==> src/rtl/split_round_mul.sv <==
module split_round_mul #(
  parameter int LW = 8
) (
  input  logic            clk,
  input  logic            rst_n,
  input  logic            in_valid,
  input  logic [4*LW-1:0] op,
  input  logic            dual,
  input  logic            sgn,
  input  logic            frac,
  input  logic            rnd,
  output logic            out_valid,
  output logic [4*LW-1:0] result
);
  localparam int HW = 2 * LW;
  localparam int OW = 4 * LW;
  localparam int PW = 2 * LW + 2;

  logic [LW-1:0] xl, xh, yl, yh;
  assign xl = op[LW-1:0];
  assign xh = op[HW-1:LW];
  assign yl = op[HW+LW-1:HW];
  assign yh = op[OW-1:HW+LW];

  // low bytes carry a sign only when they are lane operands
  logic ext_lo;
  assign ext_lo = sgn & dual;

  logic signed [LW:0] xl_e, xh_e, yl_e, yh_e;
  assign xl_e = $signed({ext_lo & xl[LW-1], xl});
  assign yl_e = $signed({ext_lo & yl[LW-1], yl});
  assign xh_e = $signed({sgn & xh[LW-1], xh});
  assign yh_e = $signed({sgn & yh[LW-1], yh});

  logic signed [PW-1:0] pp_ll, pp_lh, pp_hl, pp_hh;
  logic v1, d1, s1, f1, r1;

  always_ff @(posedge clk) begin
    if (!rst_n) begin
      v1 <= 1'b0;
      {d1, s1, f1, r1} <= '0;
      pp_ll <= '0;
      pp_lh <= '0;
      pp_hl <= '0;
      pp_hh <= '0;
    end else begin
      v1 <= in_valid;
      if (in_valid) begin
        {d1, s1, f1, r1} <= {dual, sgn, frac, rnd};
        pp_ll <= xl_e * yl_e;
        pp_lh <= xl_e * yh_e;
        pp_hl <= xh_e * yl_e;
        pp_hh <= xh_e * yh_e;
      end
    end
  end

  logic signed [OW-1:0] ll_x, lh_x, hl_x, hh_x, wide;
  assign ll_x = OW'(pp_ll);
  assign lh_x = OW'(pp_lh);
  assign hl_x = OW'(pp_hl);
  assign hh_x = OW'(pp_hh);
  assign wide = (hh_x <<< HW) + ((lh_x + hl_x) <<< LW) + ll_x;

  function automatic logic [OW-1:0] shape(input logic [OW-1:0] p, input int unsigned n,
                                          input logic s, input logic f, input logic r);
    logic [OW-1:0] full_m, half_m, top, q, sum;
    logic sat;
    full_m = {OW{1'b1}} >> (OW - 2 * n);
    half_m = {OW{1'b1}} >> (OW - n);
    top    = OW'(1) << (2 * n - 2);
    sat    = s & f & ((p & full_m) == top);
    if (sat)        q = full_m >> 1;
    else if (s & f) q = (p << 1) & full_m;
    else            q = p & full_m;
    sum = (q + (OW'(1) << (n - 1))) & full_m;
    if (!r)       return q;
    else if (sat) return half_m >> 1;
    else          return (sum >> n) & half_m;
  endfunction

  logic [OW-1:0] res_n, sh_s, sh_l0, sh_l1;
  always_comb begin
    sh_s  = shape(wide, HW, s1, f1, r1);
    sh_l0 = shape({{HW{1'b0}}, pp_ll[HW-1:0]}, LW, s1, f1, r1);
    sh_l1 = shape({{HW{1'b0}}, pp_hh[HW-1:0]}, LW, s1, f1, r1);
    res_n = d1 ? {sh_l1[HW-1:0], sh_l0[HW-1:0]} : sh_s;
  end

  always_ff @(posedge clk) begin
    if (!rst_n) begin
      out_valid <= 1'b0;
      result    <= '0;
    end else begin
      out_valid <= v1;
      if (v1) result <= res_n;
    end
  end

  AST_LATENCY_ON: assert property (@(posedge clk) disable iff (!rst_n)
    in_valid |-> ##2 out_valid);
  AST_LATENCY_OFF: assert property (@(posedge clk) disable iff (!rst_n)
    !in_valid |-> ##2 !out_valid);
  AST_RND_SINGLE_ZERO: assert property (@(posedge clk) disable iff (!rst_n)
    (out_valid && $past(rnd && !dual, 2)) |-> (result[OW-1:HW] == '0));
  AST_RND_DUAL_ZERO: assert property (@(posedge clk) disable iff (!rst_n)
    (out_valid && $past(rnd && dual, 2)) |->
      (result[OW-1:OW-LW] == '0 && result[HW-1:LW] == '0));
  AST_SAT_SINGLE: assert property (@(posedge clk) disable iff (!rst_n)
    (out_valid && $past(sgn && frac && !dual && !rnd &&
       op == {1'b1, {(HW-1){1'b0}}, 1'b1, {(HW-1){1'b0}}}, 2)) |->
      (result == {1'b0, {(OW-1){1'b1}}}));
endmodule

==> config.mk <==
export PLATFORM = sky130hd
export DESIGN_NAME = split_round_mul
export DESIGN_NICKNAME = d
export VERILOG_FILES = /design/src/rtl/split_round_mul.sv
export SDC_FILE = /design/constraint.sdc
export NUM_CORES = 1
export LEC_CHECK = 0
export BUFFER_PORTS_ARGS = -buffer_cell sky130_fd_sc_hd__buf_2
export CAP_MARGIN = 20
export CORE_ASPECT_RATIO = 0.8
export CORE_MARGIN = 4
export CORE_UTILIZATION = 59
export CTS_CLUSTER_DIAMETER = 200
export DETAILED_ROUTE_END_ITERATION = 10
export PLACE_DENSITY_LB_ADDON = 0.08
export SETUP_SLACK_MARGIN = 0.15
export SYNTH_ARGS = -nofsm -noshare
export SYNTH_HDL_FRONTEND = slang
export SYNTH_SLANG_ARGS = --single-unit
==> constraint.sdc <==
create_clock -name clk -period 6.5 [get_ports clk]
set_input_delay 0.325 -clock clk [delete_from_list [all_inputs] [get_ports clk]]
set_output_delay 0.325 -clock clk [all_outputs]
set_load 0.005 [all_outputs]
* Yosys cells after proc, flatten, opt, wreduce, memory -nomap -nowiden *
Cells that the tools add are included.

word-level totals
  register bits = 108
  bits in latches = 0
  memory bits (writable) = 0
  bits in read-only memories = 0
  input bits = 39
  word-level logic and storage cells = 46
  memories kept = 0

cells by class
  $add $sub $neg = 6
  $mul = 4
  div/mod/pow operators = 0
  $lt $le $gt $ge = 0
  eq/ne operators = 3
  shift operators = 0
  mux-type cells = 13
  bitwise operators = 9
  reductions and logical operators = 0

operators with widths
  cell                      count
  $mux W32                  4
  $mux W16                  7
  $mul A9 B9 Y18            3
  $add A16 B8 Y16 const B   2
  $add A32 B16 Y32 const B  1
  $add A32 B18 Y32          1
  $add A32 B27 Y32          1
  $eq A16 B15 Y1 const B    2
  $eq A32 B31 Y1 const B    1
  $add A18 B18 Y19          1
  $mul A9 B9 Y16            1
  $mux W8                   2
  $and A1 B1 Y1             9

* Depth between registers and ports, before layout *
  depth in word-level cells = 10
  depth in mapped cells = 32
  depth with buffers taken out = 30

* Least setup slack after synthesis *
Ideal clock, no wire load.

  path kind = register -> register
  start = register pp_lh[1]
  end = register result[9]
  arrival time = 6.278 ns
  data required time = 6.383 ns
  path slack = 0.105 ns
  cell stages (with the launch flop) = 30
  path buffers = 1
  period minus slack after synthesis = 6.395 ns
  path through = dfxtp_1 > ha_1 > a21o_1 > a21oi_1 > o21bai_1 > a2111oi_0 > o21ai_0 > a31oi_1 > o21ai_0 > a211o_1 > a21oi_1 > xnor2_1 > fa_1 > ha_1 > nand2_1 > o21ai_0 > nor3_1 > a221o_1 > a311oi_1 > nor4_1 > nand4b_1 > clkbuf_1 > nand3_1 > ha_1 > nand3_1 > nor3_1 > mux2i_1 > a21boi_0 > o21ai_0 > a22o_1

on the way
  word-level cells in the longest chain between the ends = 10

ends and longest elaborated chain
  item                    RTL line  text
  start, declared         35        logic signed [PW-1:0] pp_ll, pp_lh, pp_hl, pp_hh;
  start signal, assigned  51        pp_lh <= xl_e * yh_e;
  $add A18 B18 Y19 (*)    63        assign wide = (hh_x <<< HW) + ((lh_x + hl_x) <<< LW) + ll_x;
  $add A32 B27 Y32 (*)    63
  $add A32 B18 Y32 (*)    63
  $eq A32 B31 Y1          72        sat = s & f & ((p & full_m) == top);
  $and A1 B1 Y1           72
  $mux W32                73        if (sat) q = full_m >> 1;
  $add A32 B16 Y32        76        sum = (q + (OW'(1) << (n - 1))) & full_m;
  $mux W16                78        else if (sat) return half_m >> 1;
  $mux W32 (*)            77        if (!r) return q;
  $mux W32 (*)            87        res_n = d1 ? {sh_l1[HW-1:0], sh_l0[HW-1:0]} : sh_s;
  end signal, assigned    96        if (v1) result <= res_n;
  end, declared           13        output logic [4*LW-1:0] result

Mark *: on every way between the ends. The rest lies on a longest branch, timed or not.
A chain may end at the register's enable or synchronous reset.

* Final worst setup path *
  start = register pp_hl[1]
  end = register result[14]

on the way
  word-level cells in the longest chain between the ends = 10

ends and longest elaborated chain
  item                    RTL line  text
  start, declared         35
  start signal, assigned  52        pp_hl <= xh_e * yl_e;
  $add A18 B18 Y19 (*)    63
  $add A32 B27 Y32 (*)    63
  $add A32 B18 Y32 (*)    63
  $eq A32 B31 Y1          72
  $and A1 B1 Y1           72
  $mux W32                73
  $add A32 B16 Y32        76
  $mux W16                78
  $mux W32 (*)            77
  $mux W32 (*)            87

Marks and branches as above.

==> impl_metrics.env <==
export IMPL_status="finished clean"
export IMPL_yosysSeqAreaShare_pct=10.7
export IMPL_synthesis_nets=2892
export IMPL_grt_pass1_wl_um=88500
export IMPL_cts_tree="yes"
export IMPL_relSlewSlack_pct=24.2
export IMPL_crit_start="pp_hl[1]"
export IMPL_cts_sinks=108
export IMPL_p_sw_share_pct=53.6
export IMPL_p_leak_uw=0.0108
export IMPL_setup_violations=0
export IMPL_io_pin_count=72
export IMPL_drc=0
export IMPL_rows=60
export IMPL_p_clk_share_pct=5.6
export IMPL_avgSynthCellArea_um2=8.56
export IMPL_dpl_hpwl_um=44200
export IMPL_gr_total_overflow=0
export IMPL_cp_max_fo=5
export IMPL_clk_pin_slew_ps=80
export IMPL_grt_max_degree=58
export IMPL_start_util_pct=60.0
export IMPL_fmaxAchievable_mhz=159
export IMPL_power_density_mw_per_mm2=481
export IMPL_dieArea_mm2=0.0373
export IMPL_ant_nets=0
export IMPL_worstSetupStartpointType="flop"
export IMPL_min_from="rnd"
export IMPL_clock_skew_ps=8.93
export IMPL_slew_viol_final=0
export IMPL_synth_edf_count=0
export IMPL_hold_buffers=0
export IMPL_hold_viol=0
export IMPL_grt_util_all_layers_pct=29.4
export IMPL_max_cap_violations=0
export IMPL_required_ps=6810
export IMPL_syn_cell_area_mm2=0.0202
export IMPL_hp_class="input port to flop"
export IMPL_cp_end_kind="flop"
export IMPL_seqPwrFrac_pct=9.5
export IMPL_rsz0062_at_grt="yes"
export IMPL_vias=16900
export IMPL_synthFlopType="dfxtp_1"
export IMPL_grt_antenna_before_repair=4
export IMPL_whs_ps=211
export IMPL_cts_buffers=9
export IMPL_crit_type="flop to flop"
export IMPL_dieHeight_um=174
export IMPL_drive_above_1_share_pct=10.6
export IMPL_syn_inst=2364
export IMPL_crit_slowest_cell="or4b_4"
export IMPL_worst_slew_pin_slew_ps=1140
export IMPL_wl_per_cell_um=19.2
export IMPL_first_pass_iters=5
export IMPL_clock_path_buffers=2
export IMPL_cts_root_buffer="clkbuf_16"
export IMPL_critical_path_arrival_ps=6620
export IMPL_ys_warn_count=0
export IMPL_io_buffers=71
export IMPL_synth_cell_type_count=77
export IMPL_drt_iter0_drc=1357
export IMPL_placeableCoreArea_mm2=0.0337
export IMPL_gp_congestion=0.928
export IMPL_layout_min_cycle_time_ps=6310
export IMPL_p_comb_share_pct=84.9
export IMPL_async_reset_ff_share_pct=0
export IMPL_drt_wl_total_um=55000
export IMPL_vias_per_cell=5.90
export IMPL_area_growth_pct=9.00
export IMPL_finalCritPeriodShare_pct=97.0
export IMPL_power_switching_uw=5690
export IMPL_clk_insertion_delay_late_ps=380
export IMPL_cp_slowest_stage_delay_ps=540
export IMPL_r2r_start="pp_hl[1]"
export IMPL_ys_ff_latch=108
export IMPL_internal_power_uw=4930
export IMPL_final_nets=2952
export IMPL_grt_pass1_vias=16600
export IMPL_crit_top_cell="buf_6"
export IMPL_fp_dieW_um=215
export IMPL_ir_drop_mv=0.561
export IMPL_setup_tns_ps=0
export IMPL_cts_max_level=3
export IMPL_total_power_uw=10600
==> power by group through the flow <==
stage | Combinational [uW] | Sequential, uW | Clock [uW]
4_1_cts | 8330 | 1000 | 599
3_5_place_dp | 8240 | 1020 | 0
3_3_place_gp | 8080 | 1010 | 0
2_1_floorplan | 5600 | 951 | 0
5_1_grt | 9920 | 1030 | 624
6_report | 9010 | 1010 | 589
==> cell type report <==
type                    count  area, um2
well taps                 434        543
repair buffers            160       1050
fillers                  2934      11700
clock buffers              11        233
flip-flops and latches    108       2160
clock inverters             5       72.6
multi-input cells        1815      16700
inverters                 330       1240
diodes                      1       2.50
==> cell usage after synthesis, types with 11 or more instances <==
library cell,instances,area [um2]
xnor2_1,108,946
fa_1,290,5810
nand3_1,33,165
o21bai_1,21,158
a211oi_1,11,82.6
nor4_1,11,68.8
a21oi_1,127,636
nor3_1,24,120
o21ai_0,76,380
ha_1,199,2490
nand2_1,270,1010
dfxtp_1,108,2160
clkbuf_1,97,364
nand2b_1,21,131
a31oi_1,16,100
xor2_1,27,236
o21a_1,14,105
nand3b_1,11,82.6
nor2b_1,62,388
and2_1,139,870
mux2i_1,76,761
or2_2,15,93.8
inv_1,330,1240
a21o_1,18,135
and3_1,24,150
nor2_1,88,330
==> final timing paths <==
check | to | slack, ps | depth (start not counted)
setup reg to reg | result[14] | 190 | 27
setup / recovery | result[14] | 190 | 27
hold reg to reg | result[28] | 450 | 2
hold / removal | r1 | 210 | 3
==> metrics by stage <==
stage / util, % / instance area (um2) / setup WS, ps / cells
global placement: 63.2 / 21300 / 13.4 / 2836
detailed placement: 63.2 / 21300 / -186 / 2836
finish: 65.4 / 22000 / 193 / 2864
CTS: 64.2 / 21600 / 167 / 2852
global route: 65.4 / 22000 / -12.9 / 2863
floorplan: - / 20200 / 204 / 2364
==> state kept, by name, summed over array words and instances, names as in the netlist <==
signal	flops
s1	1
out_valid	1
d1	1
pp_hh	16
result	32
pp_hl	18
v1	1
f1	1
pp_lh	18
pp_ll	18
r1	1
==> per-layer routing <==
metal	part of all wire (%)	GRT usage, %
met5	0.16	0
met2	43	43.2
met4	2.1	6.01
met1	45	43.3
met3	9.4	8.87
==> logic make-up after synthesis <==
| logic type | synth area share (%) |
|---|---|
| simple gates | 18.2 |
| fa+ha+maj | 41.0 |
| buf+inv | 8.27 |
| compound gates | 12.2 |
| xor+xnor | 5.85 |
| flops | 10.7 |
| mux | 3.76 |
==> worst max-delay path: cells and delay by family, from the launching register on <==
family	cells	cell delay, ps
AOI/OAI and AO/OA	15	2880
and+or+nand+nor	3	1200
xor gates and xnor gates	1	150
buffers and inverters	5	690
DFF	1	350
adders and majority gates	3	980
==> layout by cell type, fill, tap and decap left out, drive strengths merged, types with 62 or more instances in the layout <==
master  Yosys  layout
dfxtp     108     108
and2      139     139
fa        290     290
nor2       88      88
mux2i      76      76
nand2     271     271
xnor2     108     108
buf        14     160
nor2b      62      62
o21ai      78      78
inv       330     331
a21oi     127     127
ha        199     199
==> timing repair <==
item                       in CTS  in global routing
gates resized for setup        13                 70
buffers inserted                0                 11
pin swaps                       6                 38
setup endpoints to repair       9                 15
(Power assumes the default switching activity.)
